<file path="config.mk">
export PLATFORM = sky130hd
export DESIGN_NAME = tapdiff_timing_loop
export DESIGN_NICKNAME = d
export VERILOG_FILES = /design/src/rtl/tdl_pkg.sv /design/src/rtl/tdl_errdet.sv /design/src/rtl/tdl_integ.sv /design/src/rtl/tdl_outstage.sv /design/src/rtl/tapdiff_timing_loop.sv
export SDC_FILE = /design/constraint.sdc
export NUM_CORES = 1
export LEC_CHECK = 0
export BUFFER_PORTS_ARGS = -buffer_cell sky130_fd_sc_hd__buf_2
export CAP_MARGIN = 20
export CORE_MARGIN = 2
export CORE_UTILIZATION = 40
export DETAILED_ROUTE_END_ITERATION = 8
export SYNTH_ARGS = -nofsm -noshare
export SYNTH_HDL_FRONTEND = slang
export SYNTH_SLANG_ARGS = --single-unit
</file>
<file path="constraint.sdc">
create_clock -name clk -period 15.9 [get_ports clk]
set_clock_uncertainty 0.2 [all_clocks]
set_input_delay 3.18 -clock clk [delete_from_list [all_inputs] [get_ports clk]]
set_output_delay 3.18 -clock clk [all_outputs]
set_load 0.01 [all_outputs]
</file>
<file path="src/rtl/tdl_pkg.sv">
package tdl_pkg;
  // Per-cycle action of the loop state registers.
  typedef enum logic [1:0] {
    LM_IDLE   = 2'd0,  // loop disabled: clear state
    LM_HOLD   = 2'd1,  // enabled, no strobe: keep state
    LM_UPDATE = 2'd2   // enabled with strobe: take new value
  } loop_mode_e;
endpackage

</file>
<file path="src/rtl/tdl_errdet.sv">
module tdl_errdet #(
  parameter int W = 16
) (
  input  logic signed [W-1:0] w_pre,
  input  logic signed [W-1:0] w_post,
  output logic signed [W:0]   err
);
  // One subtraction, widened by one bit so no difference overflows.
  always_comb begin
    err = $signed({w_pre[W-1], w_pre}) - $signed({w_post[W-1], w_post});
  end
endmodule

</file>
<file path="src/rtl/tdl_integ.sv">
module tdl_integ
  import tdl_pkg::*;
#(
  parameter int W     = 16,
  parameter int INT_W = 24,
  parameter int SH_W  = 5
) (
  input  logic                    clk,
  input  logic                    rst_n,
  input  loop_mode_e              mode,
  input  logic signed [W:0]       err,
  input  logic        [SH_W-1:0]  ki_shift,
  output logic signed [INT_W-1:0] integ_sat,
  output logic signed [INT_W-1:0] integ_q
);
  localparam int SW = INT_W + 1;
  localparam logic signed [INT_W-1:0] IMAX = {1'b0, {(INT_W-1){1'b1}}};
  localparam logic signed [INT_W-1:0] IMIN = {1'b1, {(INT_W-1){1'b0}}};

  logic signed [SW-1:0]    err_x;
  logic signed [SW-1:0]    inc;
  logic signed [SW-1:0]    sum;
  logic                    ovf;
  logic signed [INT_W-1:0] integ_nx;

  always_comb begin
    err_x = SW'(err);
    inc   = err_x >>> ki_shift;
    sum   = $signed({integ_q[INT_W-1], integ_q}) + inc;
    ovf   = sum[SW-1] ^ sum[SW-2];
    if (ovf) begin
      integ_sat = sum[SW-1] ? IMIN : IMAX;
    end else begin
      integ_sat = sum[INT_W-1:0];
    end
  end

  always_comb begin
    case (mode)
      LM_UPDATE: integ_nx = integ_sat;
      LM_HOLD:   integ_nx = integ_q;
      default:   integ_nx = '0;
    endcase
  end

  always_ff @(posedge clk or negedge rst_n) begin
    if (!rst_n) begin
      integ_q <= '0;
    end else begin
      integ_q <= integ_nx;
    end
  end
endmodule

</file>
<file path="src/rtl/tdl_outstage.sv">
module tdl_outstage
  import tdl_pkg::*;
#(
  parameter int W     = 16,
  parameter int INT_W = 24,
  parameter int OUT_W = 16,
  parameter int SH_W  = 5
) (
  input  logic                    clk,
  input  logic                    rst_n,
  input  loop_mode_e              mode,
  input  logic signed [W:0]       err,
  input  logic        [SH_W-1:0]  kp_shift,
  input  logic signed [INT_W-1:0] integ_sat,
  output logic signed [OUT_W-1:0] ctrl_q
);
  localparam int SW = INT_W + 1;
  localparam int TW = INT_W + 2;
  localparam logic signed [TW-1:0] OMAX = {{(TW-OUT_W+1){1'b0}}, {(OUT_W-1){1'b1}}};
  localparam logic signed [TW-1:0] OMIN = {{(TW-OUT_W+1){1'b1}}, {(OUT_W-1){1'b0}}};

  logic signed [SW-1:0]    err_x;
  logic signed [SW-1:0]    prop;
  logic signed [TW-1:0]    total;
  logic signed [TW-1:0]    clamped;
  logic signed [OUT_W-1:0] ctrl_nx;

  always_comb begin
    err_x = SW'(err);
    prop  = err_x >>> kp_shift;
    total = $signed({{2{integ_sat[INT_W-1]}}, integ_sat}) + TW'(prop);
    if (total > OMAX) begin
      clamped = OMAX;
    end else if (total < OMIN) begin
      clamped = OMIN;
    end else begin
      clamped = total;
    end
  end

  always_comb begin
    case (mode)
      LM_UPDATE: ctrl_nx = clamped[OUT_W-1:0];
      LM_HOLD:   ctrl_nx = ctrl_q;
      default:   ctrl_nx = '0;
    endcase
  end

  always_ff @(posedge clk or negedge rst_n) begin
    if (!rst_n) begin
      ctrl_q <= '0;
    end else begin
      ctrl_q <= ctrl_nx;
    end
  end
endmodule

</file>
<file path="src/rtl/tapdiff_timing_loop.sv">
module tapdiff_timing_loop
  import tdl_pkg::*;
#(
  parameter int W     = 16,  // equalizer weight width
  parameter int INT_W = 24,  // integrator width, at least W+1
  parameter int OUT_W = 16,  // control word width, at most INT_W+1
  parameter int SH_W  = 5    // width of the gain shift amounts
) (
  input  logic                    clk,
  input  logic                    rst_n,
  input  logic                    loop_en,
  input  logic                    sym_stb,
  input  logic        [SH_W-1:0]  kp_shift,
  input  logic        [SH_W-1:0]  ki_shift,
  input  logic signed [W-1:0]     w_pre,
  input  logic signed [W-1:0]     w_post,
  output logic signed [OUT_W-1:0] ctrl_o
);
  loop_mode_e              mode;
  logic signed [W:0]       err;
  logic signed [INT_W-1:0] integ_sat;
  logic signed [INT_W-1:0] integ_q;
  logic signed [OUT_W-1:0] ctrl_q;

  always_comb begin
    if (!loop_en) begin
      mode = LM_IDLE;
    end else if (sym_stb) begin
      mode = LM_UPDATE;
    end else begin
      mode = LM_HOLD;
    end
  end

  tdl_errdet #(.W(W)) u_err (
    .w_pre  (w_pre),
    .w_post (w_post),
    .err    (err)
  );

  tdl_integ #(.W(W), .INT_W(INT_W), .SH_W(SH_W)) u_integ (
    .clk       (clk),
    .rst_n     (rst_n),
    .mode      (mode),
    .err       (err),
    .ki_shift  (ki_shift),
    .integ_sat (integ_sat),
    .integ_q   (integ_q)
  );

  tdl_outstage #(.W(W), .INT_W(INT_W), .OUT_W(OUT_W), .SH_W(SH_W)) u_out (
    .clk       (clk),
    .rst_n     (rst_n),
    .mode      (mode),
    .err       (err),
    .kp_shift  (kp_shift),
    .integ_sat (integ_sat),
    .ctrl_q    (ctrl_q)
  );

  assign ctrl_o = ctrl_q;
endmodule

</file>
==> reports/summary.txt <==
final-report setup violation count: 0
syn nets: 1033
Die Y: 137 µm
Avg WL per Cell: 17.0 µm
initial antenna violation count: 0
# rows: 48
multiplexer share of the synthesized area: 0.108
warnings from Yosys: 0
clk sink count: 40
Worst-Margin Slew: 948 ps
Register-to-Register Path Depth: 26
DR vias/cell: 6.02
GRT Total Usage: 0.213
mapped cell area: 7050 µm²
H-tree levels: 2
I/O Buffers: 61
Core ar.: 17300 µm²
Main synth FF type: dfrtp_1
post-CTS setup buffers: 0
register area share after synthesis: 0.142
die width: 137 µm
final worst slack: 2220 ps
RSZ-0062 raised after global routing: false
routability congestion estimate: 0.900
io pins: 62
clk slew on worst S/H paths: 60 ps
post-route ant nets: 0
nets@finish: 1053
R2R setup slack: 8520 ps
adder-cell share of the synthesized area: 0.126
Worst path most repeated cell: ha_1
number of synthesized flops with an enable pin: 0
fin crit period: 13680 ps
Data arrival, critical path: 13630 ps
layout cells sized above 1: 0.127
flops & latches, synth: 40
crit share post-route: 0.861
P&R area growth vs syn: 8.00%
Critical Path Start: w_pre[0]
HPWL after detailed placement: 15500 µm
worst hold path class: reg2reg
DR pass1 iterations: 5
Synth Area in Compound Gates: 0.324
slew margin rel.: 0.368
Final Slew Violations: 0
vias: 7003
WL final: 19800 µm
Crit Path Category: in2reg
fmax: 73.1 MHz
Async SR Flop Fraction: 1.00
Crit-path slowest cell: a31oi_2
vias in the first global route: 6511
Synth cell types: 75
main combinational cell family by area after synthesis: compound AO/OA/AOI/OAI gates
Max Cap Viol: 0
Post-Synth XOR/XNOR Area: 0.0644
setup TNS: 0 ps
pre-CTS setup slack: 2140 ps
TritonCTS buffer count: 5
hold_sp: u_out.ctrl_q[9]$_DFFE_PN0P_
Starting Density: 0.408
TritonCTS clock tree: done
detailed-route DRC error count: 0
worst path required time: 15850 ps
Synth Area per Inst: 7.68 µm²
fraction of the mapped netlist area in simple logic gates: 0.183
largest net degree at the start of global routing: 52
CP max FO: 29
Fin. Hold Viols: 0
Resize count post-CTS: 0
CTS Root Cell: clkbuf_16
crit path capture: u_out.ctrl_q[1]$_DFFE_PN0P_
Detailed Route Iter0 Violations: 473
GRT Residual Overflow: 0
Longest Clk Path Bufs: 2
Reg2Reg Launch Point: u_integ.integ_q[1]$_DFFE_PN0P_
worst r2r dst: u_out.ctrl_q[1]$_DFFE_PN0P_
Die ar.: 18700 µm²
crit start category: input port
first-pass GRT wire length: 32100 µm
run status: complete, no violations
worst-skew pair later-pin latency: 290 ps
CP Capture Type: register
Mapped Cells: 918
hold buffers post-CTS: 0
antenna cell count: 0
CP max stage delay: 650 ps
state kept, by name (all words and copies together), names as in the netlist:
| signal | count |
|---|---|
| u_integ.integ_q | 24 |
| u_out.ctrl_q | 16 |
critical path, delay by kind of cell:
family,cells,cell delay (ps)
adders and majority gates,6,1890
buffers and inverters,4,840
muxes,1,590
and+or+nand+nor,5,550
xor gates and xnor gates,1,160
AOI/OAI and AO/OA,23,6390
cell type report:
class / instances / area (µm²)
clock inverter: 1 / 7.51
tap: 225 / 282
fill: 1769 / 9680
inverter: 43 / 161
timing repair buffer: 67 / 350
sequential: 40 / 1000
multi-input combinational: 781 / 5670
clock buffer: 7 / 143
routing by layer:
metal | GRT usage | vias to the layer above | wire length, µm
li1 | - | 3503 | -
met1 | 0.275 | 3262 | 8760
met2 | 0.375 | 203 | 9640
met3 | 0.0193 | 35 | 882
met4 | 0.0659 | 0 | 523
met5 | 0 | - | 0
Yosys cell counts (23+ instances only):
cell      count  area (µm²)
o211ai_1     25         188
nor2_1       59         221
clkbuf_1     42         158
ha_1         66         826
a21oi_1      86         430
o21ai_0      67         335
xor2_1       29         254
dfrtp_1      40        1000
nor3_1       23         115
nand2_1      93         349
a211oi_1     29         218
a21o_1       25         188
inv_1        40         150
logic make-up after synthesis:
| logic type | Yosys count |
|---|---|
| buf+inv | 97 |
| simple gates | 271 |
| fa+ha+maj | 69 |
| flops | 40 |
| mux | 49 |
| xor+xnor | 51 |
| compound gates | 341 |
through the flow:
stage | hold WS (ps) | cell area (µm²) | utilization | std cells
floorplan | 266 | 7050 | - | 918
global placement | 287 | 7470 | 0.432 | 1156
detailed placement | 295 | 7470 | 0.432 | 1156
CTS | 309 | 7620 | 0.440 | 1164
global route | 328 | 7620 | 0.440 | 1164
finish | 305 | 7620 | 0.440 | 1164
cell usage in the layout, fill, tap and decap left out, types with 8 or more instances in the layout:
| cell | n |
|---|---|
| a21oi_1 | 86 |
| xor2_1 | 29 |
| nand2_1 | 93 |
| nand2b_1 | 19 |
| o21ai_0 | 67 |
| a21o_1 | 25 |
| o21a_1 | 8 |
| a22oi_1 | 12 |
| o211a_1 | 12 |
| nor2_1 | 59 |
| mux4_2 | 21 |
| o211ai_1 | 25 |
| mux2i_1 | 21 |
| or3_1 | 8 |
| nand3_1 | 16 |
| dfrtp_1 | 40 |
| nor3_1 | 23 |
| a31oi_1 | 13 |
| ha_1 | 66 |
| buf_2 | 61 |
| a211oi_1 | 29 |
| xnor2_1 | 21 |
| inv_1 | 40 |
| nor2b_1 | 9 |
worst min-delay path by stage:
| stage | depth (start not counted) | slack (ps) | to |
|---|---|---|---|
| after global placement | 2 | 290 | u_out.ctrl_q[9]$_DFFE_PN0P_ |
| after global routing | 2 | 330 | u_out.ctrl_q[13]$_DFFE_PN0P_ |
| after CTS | 2 | 310 | u_out.ctrl_q[9]$_DFFE_PN0P_ |
| after detailed placement | 2 | 290 | u_out.ctrl_q[9]$_DFFE_PN0P_ |
| final | 2 | 300 | u_out.ctrl_q[9]$_DFFE_PN0P_ |
| after floorplan | 2 | 270 | u_integ.integ_q[2]$_DFFE_PN0P_ |
Power is left out: the tool's default activity adds up to more than one toggle a clock period on the data nets, which glitch-free logic cannot reach.
